File: src/rtl/dma_alt_pkg.sv
package dma_alt_pkg;

    localparam int REG_W  = 16;
    localparam int BYTE_W = 8;

    typedef struct packed {
        logic [REG_W-1:0] base_addr;
        logic [REG_W-1:0] cur_addr;
        logic [REG_W-1:0] base_cnt;
        logic [REG_W-1:0] cur_cnt;
    } chan_regs_t;

    // Replace one byte of a register word; hi selects bits 15:8
    function automatic logic [REG_W-1:0] put_byte(
        input logic [REG_W-1:0]  word,
        input logic              hi,
        input logic [BYTE_W-1:0] b
    );
        logic [REG_W-1:0] r;
        r = word;
        if (hi) r[REG_W-1:BYTE_W] = b;
        else    r[BYTE_W-1:0]     = b;
        return r;
    endfunction

    function automatic logic [BYTE_W-1:0] get_byte(
        input logic [REG_W-1:0] word,
        input logic             hi
    );
        return hi ? word[REG_W-1:BYTE_W] : word[BYTE_W-1:0];
    endfunction

endpackage

File: src/rtl/dma_byte_ptr.sv
module dma_byte_ptr (
    input  logic clk,
    input  logic rst_n,
    input  logic access,
    input  logic clr,
    output logic hi_q
);

    logic hi_d;

    always_comb begin
        hi_d = hi_q;
        if (clr)         hi_d = 1'b0;
        else if (access) hi_d = ~hi_q;
    end

    always_ff @(posedge clk) begin
        if (!rst_n) hi_q <= 1'b0;
        else        hi_q <= hi_d;
    end

    assert_ptr_toggle_R8: assert property (@(posedge clk) disable iff (!rst_n)
        access && !clr |=> hi_q != $past(hi_q));

    assert_ptr_clear_R9: assert property (@(posedge clk) disable iff (!rst_n)
        clr |=> !hi_q);

    assert_ptr_hold_R8: assert property (@(posedge clk) disable iff (!rst_n)
        !access && !clr |=> $stable(hi_q));

endmodule

File: src/rtl/dma_chan_regs.sv
module dma_chan_regs
    import dma_alt_pkg::*;
(
    input  logic              clk,
    input  logic              rst_n,
    input  logic              wr,
    input  logic              sel_addr,
    input  logic              sel_cnt,
    input  logic              alt,
    input  logic              hi,
    input  logic [BYTE_W-1:0] wdata,
    input  logic              step,
    output chan_regs_t        regs_q
);

    chan_regs_t regs_d;

    always_comb begin
        regs_d = regs_q;
        // Transfer activity first; a write to the same register replaces it
        if (step) begin
            regs_d.cur_addr = regs_q.cur_addr + 1'b1;
            regs_d.cur_cnt  = regs_q.cur_cnt - 1'b1;
        end
        if (wr && sel_addr) begin
            regs_d.cur_addr = put_byte(regs_q.cur_addr, hi, wdata);
            if (!alt) regs_d.base_addr = put_byte(regs_q.base_addr, hi, wdata);
        end
        if (wr && sel_cnt) begin
            regs_d.cur_cnt = put_byte(regs_q.cur_cnt, hi, wdata);
            if (!alt) regs_d.base_cnt = put_byte(regs_q.base_cnt, hi, wdata);
        end
    end

    always_ff @(posedge clk) begin
        if (!rst_n) regs_q <= '0;
        else        regs_q <= regs_d;
    end

    assert_alt_keeps_base_addr_R6: assert property (@(posedge clk) disable iff (!rst_n)
        wr && alt && sel_addr |=> $stable(regs_q.base_addr));

    assert_alt_keeps_base_cnt_R6: assert property (@(posedge clk) disable iff (!rst_n)
        wr && alt && sel_cnt |=> $stable(regs_q.base_cnt));

    assert_std_low_byte_R4: assert property (@(posedge clk) disable iff (!rst_n)
        wr && !alt && sel_addr && !hi |=> regs_q.base_addr[7:0] == $past(wdata)
                                       && regs_q.cur_addr[7:0]  == $past(wdata));

    assert_step_addr_R10: assert property (@(posedge clk) disable iff (!rst_n)
        step && !(wr && sel_addr) |=> regs_q.cur_addr == $past(regs_q.cur_addr) + 16'd1);

    assert_step_cnt_R10: assert property (@(posedge clk) disable iff (!rst_n)
        step && !(wr && sel_cnt) |=> regs_q.cur_cnt == $past(regs_q.cur_cnt) - 16'd1);

    assert_step_write_wins_R11: assert property (@(posedge clk) disable iff (!rst_n)
        step && wr && sel_cnt && hi |=> regs_q.cur_cnt[15:8] == $past(wdata));

    assert_base_idle_R10: assert property (@(posedge clk) disable iff (!rst_n)
        !wr |=> $stable(regs_q.base_addr) && $stable(regs_q.base_cnt));

endmodule

File: src/rtl/dma_read_mux.sv
module dma_read_mux
    import dma_alt_pkg::*;
#(
    parameter int CHANNELS = 4,
    localparam int AW = $clog2(2 * CHANNELS)
) (
    input  chan_regs_t [CHANNELS-1:0] regs,
    input  logic [AW-1:0]             addr,
    input  logic                      rd,
    input  logic                      alt,
    input  logic                      hi,
    output logic [BYTE_W-1:0]         rdata
);

    logic [REG_W-1:0] word;

    always_comb begin
        word = '0;
        for (int c = 0; c < CHANNELS; c++) begin
            if (addr == AW'(2 * c)) word = alt ? regs[c].base_addr : regs[c].cur_addr;
            if (addr == AW'(2 * c + 1)) word = alt ? regs[c].base_cnt : regs[c].cur_cnt;
        end
        rdata = rd ? get_byte(word, hi) : '0;
    end

endmodule

File: src/rtl/dma_altreg_file.sv
module dma_altreg_file
    import dma_alt_pkg::*;
#(
    parameter int CHANNELS = 4,
    parameter int CFG_W    = 8,
    parameter int ALT_BIT  = 5,
    localparam int AW = $clog2(2 * CHANNELS),
    localparam int CW = (CHANNELS > 1) ? $clog2(CHANNELS) : 1
) (
    input  logic              clk,
    input  logic              rst_n,
    input  logic [CFG_W-1:0]  cfg_byte,
    input  logic [AW-1:0]     io_addr,
    input  logic              io_rd,
    input  logic              io_wr,
    input  logic [BYTE_W-1:0] io_wdata,
    output logic [BYTE_W-1:0] io_rdata,
    input  logic              ptr_clr,
    input  logic              step_en,
    input  logic [CW-1:0]     step_chan
);

    logic                      alt_mode;
    logic                      in_range;
    logic                      hi_q;
    chan_regs_t [CHANNELS-1:0] regs;

    always_comb begin
        alt_mode = cfg_byte[ALT_BIT];
        in_range = (int'(io_addr) < 2 * CHANNELS);
    end

    dma_byte_ptr u_ptr (
        .clk    (clk),
        .rst_n  (rst_n),
        .access ((io_rd || io_wr) && in_range),
        .clr    (ptr_clr),
        .hi_q   (hi_q)
    );

    for (genvar g = 0; g < CHANNELS; g++) begin : g_chan
        dma_chan_regs u_chan (
            .clk      (clk),
            .rst_n    (rst_n),
            .wr       (io_wr),
            .sel_addr (io_addr == AW'(2 * g)),
            .sel_cnt  (io_addr == AW'(2 * g + 1)),
            .alt      (alt_mode),
            .hi       (hi_q),
            .wdata    (io_wdata),
            .step     (step_en && (step_chan == CW'(g))),
            .regs_q   (regs[g])
        );
    end

    dma_read_mux #(.CHANNELS(CHANNELS)) u_mux (
        .regs  (regs),
        .addr  (io_addr),
        .rd    (io_rd),
        .alt   (alt_mode),
        .hi    (hi_q),
        .rdata (io_rdata)
    );

    assert_idle_rdata_R12: assert property (@(posedge clk) disable iff (!rst_n)
        !io_rd |-> io_rdata == '0);

endmodule

File: config.mk
export PLATFORM = sky130hd
export DESIGN_NAME = dma_altreg_file
export DESIGN_NICKNAME = d
export VERILOG_FILES = /design/src/rtl/dma_alt_pkg.sv /design/src/rtl/dma_byte_ptr.sv /design/src/rtl/dma_chan_regs.sv /design/src/rtl/dma_read_mux.sv /design/src/rtl/dma_altreg_file.sv
export SDC_FILE = /design/constraint.sdc
export NUM_CORES = 1
export LEC_CHECK = 0
export ABC_AREA = 1
export BUFFER_PORTS_ARGS = -buffer_cell sky130_fd_sc_hd__buf_2
export CAP_MARGIN = 10
export CORE_MARGIN = 5
export CORE_UTILIZATION = 65
export CTS_CLUSTER_DIAMETER = 60
export CTS_CLUSTER_SIZE = 10
export DETAILED_ROUTE_END_ITERATION = 10
export MAX_ROUTING_LAYER = met4
export PLACE_DENSITY = 0.78
export RECOVER_POWER = 25
export SLEW_MARGIN = 20
export SYNTH_ARGS = -nofsm -noshare
export SYNTH_HDL_FRONTEND = slang
export SYNTH_HIERARCHICAL = 1
export SYNTH_SLANG_ARGS = --single-unit
File: constraint.sdc
create_clock -name clk -period 5.7 [get_ports clk]
set_input_delay 1.14 -clock clk [delete_from_list [all_inputs] [get_ports clk]]
set_output_delay 1.14 -clock clk [all_outputs]
set_load 0.01 [all_outputs]
-- Word-level counts from Yosys, hierarchy flattened
Cells that the tools add are included.
W data, S select, Z words.
- muxes and demuxes: 36
- bitwise logic cells: 3
- $add $sub $neg: 8
- equality and inequality tests: 26
- reductions and logical operators: 56
- operators with widths (cell ; number):
    $mux W16 ; 32
    $add A16 B1 Y16 const B ; 4
    $sub A16 B1 Y16 const B ; 4
    $reduce_and A3 Y1 ; 16
    $mux W8 ; 4
    $ne A2 B2 Y1 const B ; 16
    $reduce_and A2 Y1 ; 16
    $reduce_bool A2 Y1 ; 8
    $eq A3 B3 Y1 const B ; 4
    $logic_and A1 B1 Y1 ; 12
    $eq A3 B2 Y1 const B ; 2
    $eq A2 B2 Y1 const B ; 2
    $eq A3 B1 Y1 const B ; 1
    $logic_not A3 Y1 ; 1
    $not A1 Y1 ; 3
    $eq A2 B1 Y1 const B ; 1
    $logic_not A2 Y1 ; 1
    $reduce_or A2 Y1 ; 1
    $logic_or A1 B1 Y1 ; 1
- word-level logic and storage cells: 162
- input port bits: 27
- register bits after elaboration: 257
- output and inout port bits: 8

-- Logic depth before layout (Yosys ltp)
- depth in word-level cells: 11
- gate-level depth with buffers: 12
- mapped depth without buffers: 11

-- Hierarchy
Netlist, hierarchy kept.
- by module, submodules not included (module ; seq. area each (µm²) ; times used ; cells each ; area an instance (µm²)):
    dma_chan_regs (g_chan[1].u_chan ...) ; 1281.2 ; 3 ; 484 ; 3243.1
    dma_chan_regs (g_chan[0].u_chan) ; 1281.2 ; 1 ; 485 ; 3365.7
    dma_read_mux ; 0.0 ; 1 ; 547 ; 2507.4
    dma_altreg_file ; 0.0 ; 1 ; 24 ; 92.6
    dma_byte_ptr ; 20.0 ; 1 ; 9 ; 52.6

-- Worst setup path after synthesis
Ideal clock, no wire load.
- path kind: input to output
- from: input cfg_byte[5]
- to: output io_rdata[4]
- stages: 7
- required time: 4.560 ns
- buffers on the path: 3
- slack: 2.270 ns
- arrival time: 2.290 ns
- cells stage by stage: buf_2 > buf_2 > clkbuf_1 > nor2_1 > o31ai_1 > a21oi_1 > nor2_1
- cells in the longest elaborated chain, start to end: 11
- elaborated cells on any way between the ends: 18
- those cells by class: mux: 18
- ends and longest elaborated chain (item ; RTL line ; source):
    start, declared ; dma_altreg_file.sv:12 ; input logic [CFG_W-1:0] cfg_byte,
    $mux W16 (2 in a row) ; dma_read_mux.sv:20 ; if (addr == AW'(2 * c)) word = alt ? regs[c].base_addr : regs[c].cur_addr;
    $mux W16 ; dma_read_mux.sv:21 ; if (addr == AW'(2 * c + 1)) word = alt ? regs[c].base_cnt : regs[c].cur_cnt;
    $mux W16 ; dma_read_mux.sv:20 ;
    $mux W16 ; dma_read_mux.sv:21 ;
    $mux W16 ; dma_read_mux.sv:20 ;
    $mux W16 ; dma_read_mux.sv:21 ;
    $mux W16 ; dma_read_mux.sv:20 ;
    $mux W16 * ; dma_read_mux.sv:21 ;
    $mux W8 * ; dma_alt_pkg.sv:30 ; return hi ? word[REG_W-1:BYTE_W] : word[BYTE_W-1:0];
    $mux W8 * ; dma_read_mux.sv:23 ; rdata = rd ? get_byte(word, hi) : '0;
    end, declared ; dma_altreg_file.sv:17 ; output logic [BYTE_W-1:0] io_rdata,
Every way passes the cells marked *; elsewhere a longest branch is shown, timed or not.

-- Final worst setup path
- from: input cfg_byte[5]
- to: output io_rdata[6]
The elaborated chain is that of the path after synthesis.

==> flow_summary.ini <==
[run]
maxCapViolations = 1

[routing]
drt-pass1-iter-count = 6
drc = 0
wl_per_cell_um = 17.6
detail-route-antenna-nets = 0
vias = 16897
via_per_inst = 6.00
drt_iter0_drc = 1926
wl_um = 49700

[die]
core_mm2 = 0.0241
die_x_um = 166
die_area_mm2 = 0.0274
die_h_um = 166
start_util_pct = 65.3
pin_count = 35
rows = 57

[placed_design]
buffer_ports.inserted = 27
gp_congestion = 0.976
dp_hpwl_um = 34200

[global_routing]
grt-ovfl-total = 0
grt_pass1_wl_um = 78500
grt_use_total_pct = 35.2
grt_pass1_vias = 14823
grt_max_degree = 149
antenna_found_initial = 0

[synthesis]
ys_warn_count = 6
yosysTopAreaCellShare_pct = 32.7
synth_area_leaders = dfxtp_1, nand2_1, nor2_1
synth_cells = 2517
ys_seq_area_share_pct = 32.7
synth_top_cell_by_area = dfxtp_1
syn-cell-area_mm2 = 0.0157
ys.flop_type = dfxtp_1
syn_avg_cell_area_um2 = 6.26
syn-num-nets = 2552
synth.distinct_cells = 44
synth_edf_count = 0
synth-async-reset-ratio_pct = 0
synth_seq_cells = 257

[critical_path]
required_ns = 4.56
critPathSlowestCell = clkinv_2
crit_path_end_kind = output port
crit_fanout = 51
criticalPathCategory = in2out
arrival_ns = 3.36
cpPeakStageDelay_ns = 0.58
path_cells = buf_4, clkinv_2, buf_4, nand2_1, nand2_1, nand2_1, nand3_1, nor2_1, o2111ai_1, nor2_1, nor2_1, buf_2
worst_setup_path_start_kind = input port

[clocking]
cts_hold_buf = 0
clkSlewWorstSetupHoldPaths_ns = 0.05
cts_max_level = 1
clock_latency_ns = 0.55
post_cts_buffers = 0
cts_buffer_depth = 3
root_buffer = clkbuf_16
cts_sinks = 257
numCtsBuffers = 31
cts_tree = yes
cts.repair.resized = 0

[outcome]
status = finished with violations
violations = max-capacitance violations, max-slew violations

[timing]
max-slew-margin-rel_pct = -71.8
finalCriticalPeriod_ns = 4.50
clock.fmax_mhz = 222
period_share_pct = 79.0
finalClockSkew_ns = 0.00653
hold_viol = 0
drv_slew = 57
finalSetupTns_ns = 0
rsz0062_at_grt = no
tightest_slew_ns = 2.58
final-setup-viol-count = 0

[finish]
diodes = 0
drive_gt1_share_pct = 7.66
nNetsFinal = 2520
area_delta_synth_final_pct = 5.71
fillers = 2259
final_util_pct = 69.1
final_cell_mix = nand2_1, nor2_1, o21ai_0
final_common_cell = nand2_1

[power_and_ir_drop]
ir_drop_mv = 0.197
leakage_nw = 7.47
power_density_mw_per_mm2 = 268

[hold_path]
hold_path.class = reg2reg
## sequential cells by signal, summed over array words and instances (netlist names)
name and flops:
g_chan.u_chan/regs_q 256, u_ptr/hi_q 1
## cell families (layout without fill, tap and decap cells)
| logic type | count (synthesis) | after routing | share of synthesized area, % |
|---|---|---|---|
| compound gates | 612 | 612 | 21.6 |
| mux | 5 | 5 | 0.318 |
| flops | 257 | 257 | 32.7 |
| xor+xnor | 14 | 14 | 0.779 |
| fa+ha+maj | 8 | 8 | 0.636 |
| buf+inv | 345 | 320 | 9.34 |
| simple gates | 1276 | 1276 | 34.6 |
## where the power goes
group / internal [mW] / switching [mW] / total (mW)
Clock: 1.00 / 0.747 / 1.75
Sequential: 1.86 / 0.0844 / 1.94
Combinational: 0.240 / 0.527 / 0.767
## critical path: cells and delay by family
kind            cells  cell delay (ns)
simple gates        7             0.70
compound gates      1             0.21
buf+inv             4             1.28
## cell usage after synthesis, types with 8 or more instances
cell type	n
nor2_2	13
nand2_1	653
o211ai_1	35
inv_2	17
xor2_1	10
o21ai_2	9
nand4_1	27
clkbuf_1	45
a211oi_1	29
o21ai_1	10
ha_1	8
o21ai_0	272
nand3b_1	8
dfxtp_1	257
o21bai_1	8
or2_2	35
nor2_1	370
nor3_1	16
a21oi_1	207
nor2_4	11
nand3_1	115
buf_2	30
inv_1	221
nand2_2	11
a31oi_1	23
buf_4	11
## per-layer routing
metal	up-vias	wire length [um]	GRT usage, %
met3	119	5280	4.65
met5	-	0	-
li1	8159	-	-
met1	7742	22000	52.0
met2	877	20600	49.6
met4	0	1780	11.6
## worst paths after layout
kind | slack [ns] | from | cells past startpoint | to
setup / recovery | 1.20 | cfg_byte[5] | 12 | io_rdata[6]
hold / removal | 0.46 | g_chan[3].u_chan/regs_q[55]$_SDFFE_PN0P_ | 2 | g_chan[3].u_chan/regs_q[55]$_SDFFE_PN0P_
setup reg to reg | 3.64 | u_ptr/hi_q$_SDFFE_PP0P_ | 7 | g_chan[1].u_chan/regs_q[38]$_SDFFE_PN0P_
hold reg to reg | 0.46 | g_chan[3].u_chan/regs_q[55]$_SDFFE_PN0P_ | 2 | g_chan[3].u_chan/regs_q[55]$_SDFFE_PN0P_
## layout make-up
cell class                 instances  area, um2  area share (%)
clock buffer                      36        825            4.95
multi-input combinational       1915       9080            54.5
tap                              324        405            2.44
inverter                         243        923            5.55
sequential                       257       5150            30.9
timing repair buffer              37        245            1.47
clock inverter                     4       23.8           0.143
## per-stage QoR
step | total power [mW] | hold slack, ns | cells | cell area (um2) | worst slack, ns
final | 4.46 | 0.461 | 2816 | 16600 | 1.20
after global placement | 2.70 | 0.444 | 2776 | 15900 | 1.26
after CTS | 4.45 | 0.460 | 2816 | 16700 | 1.27
after floorplan | 2.51 | 0.436 | 2517 | 15700 | 2.27
after global routing | 4.65 | 0.478 | 2816 | 16600 | 1.10
after detailed placement | 2.72 | 0.453 | 2776 | 15900 | 1.26
No activity file was read; power rests on OpenSTA's default activity.
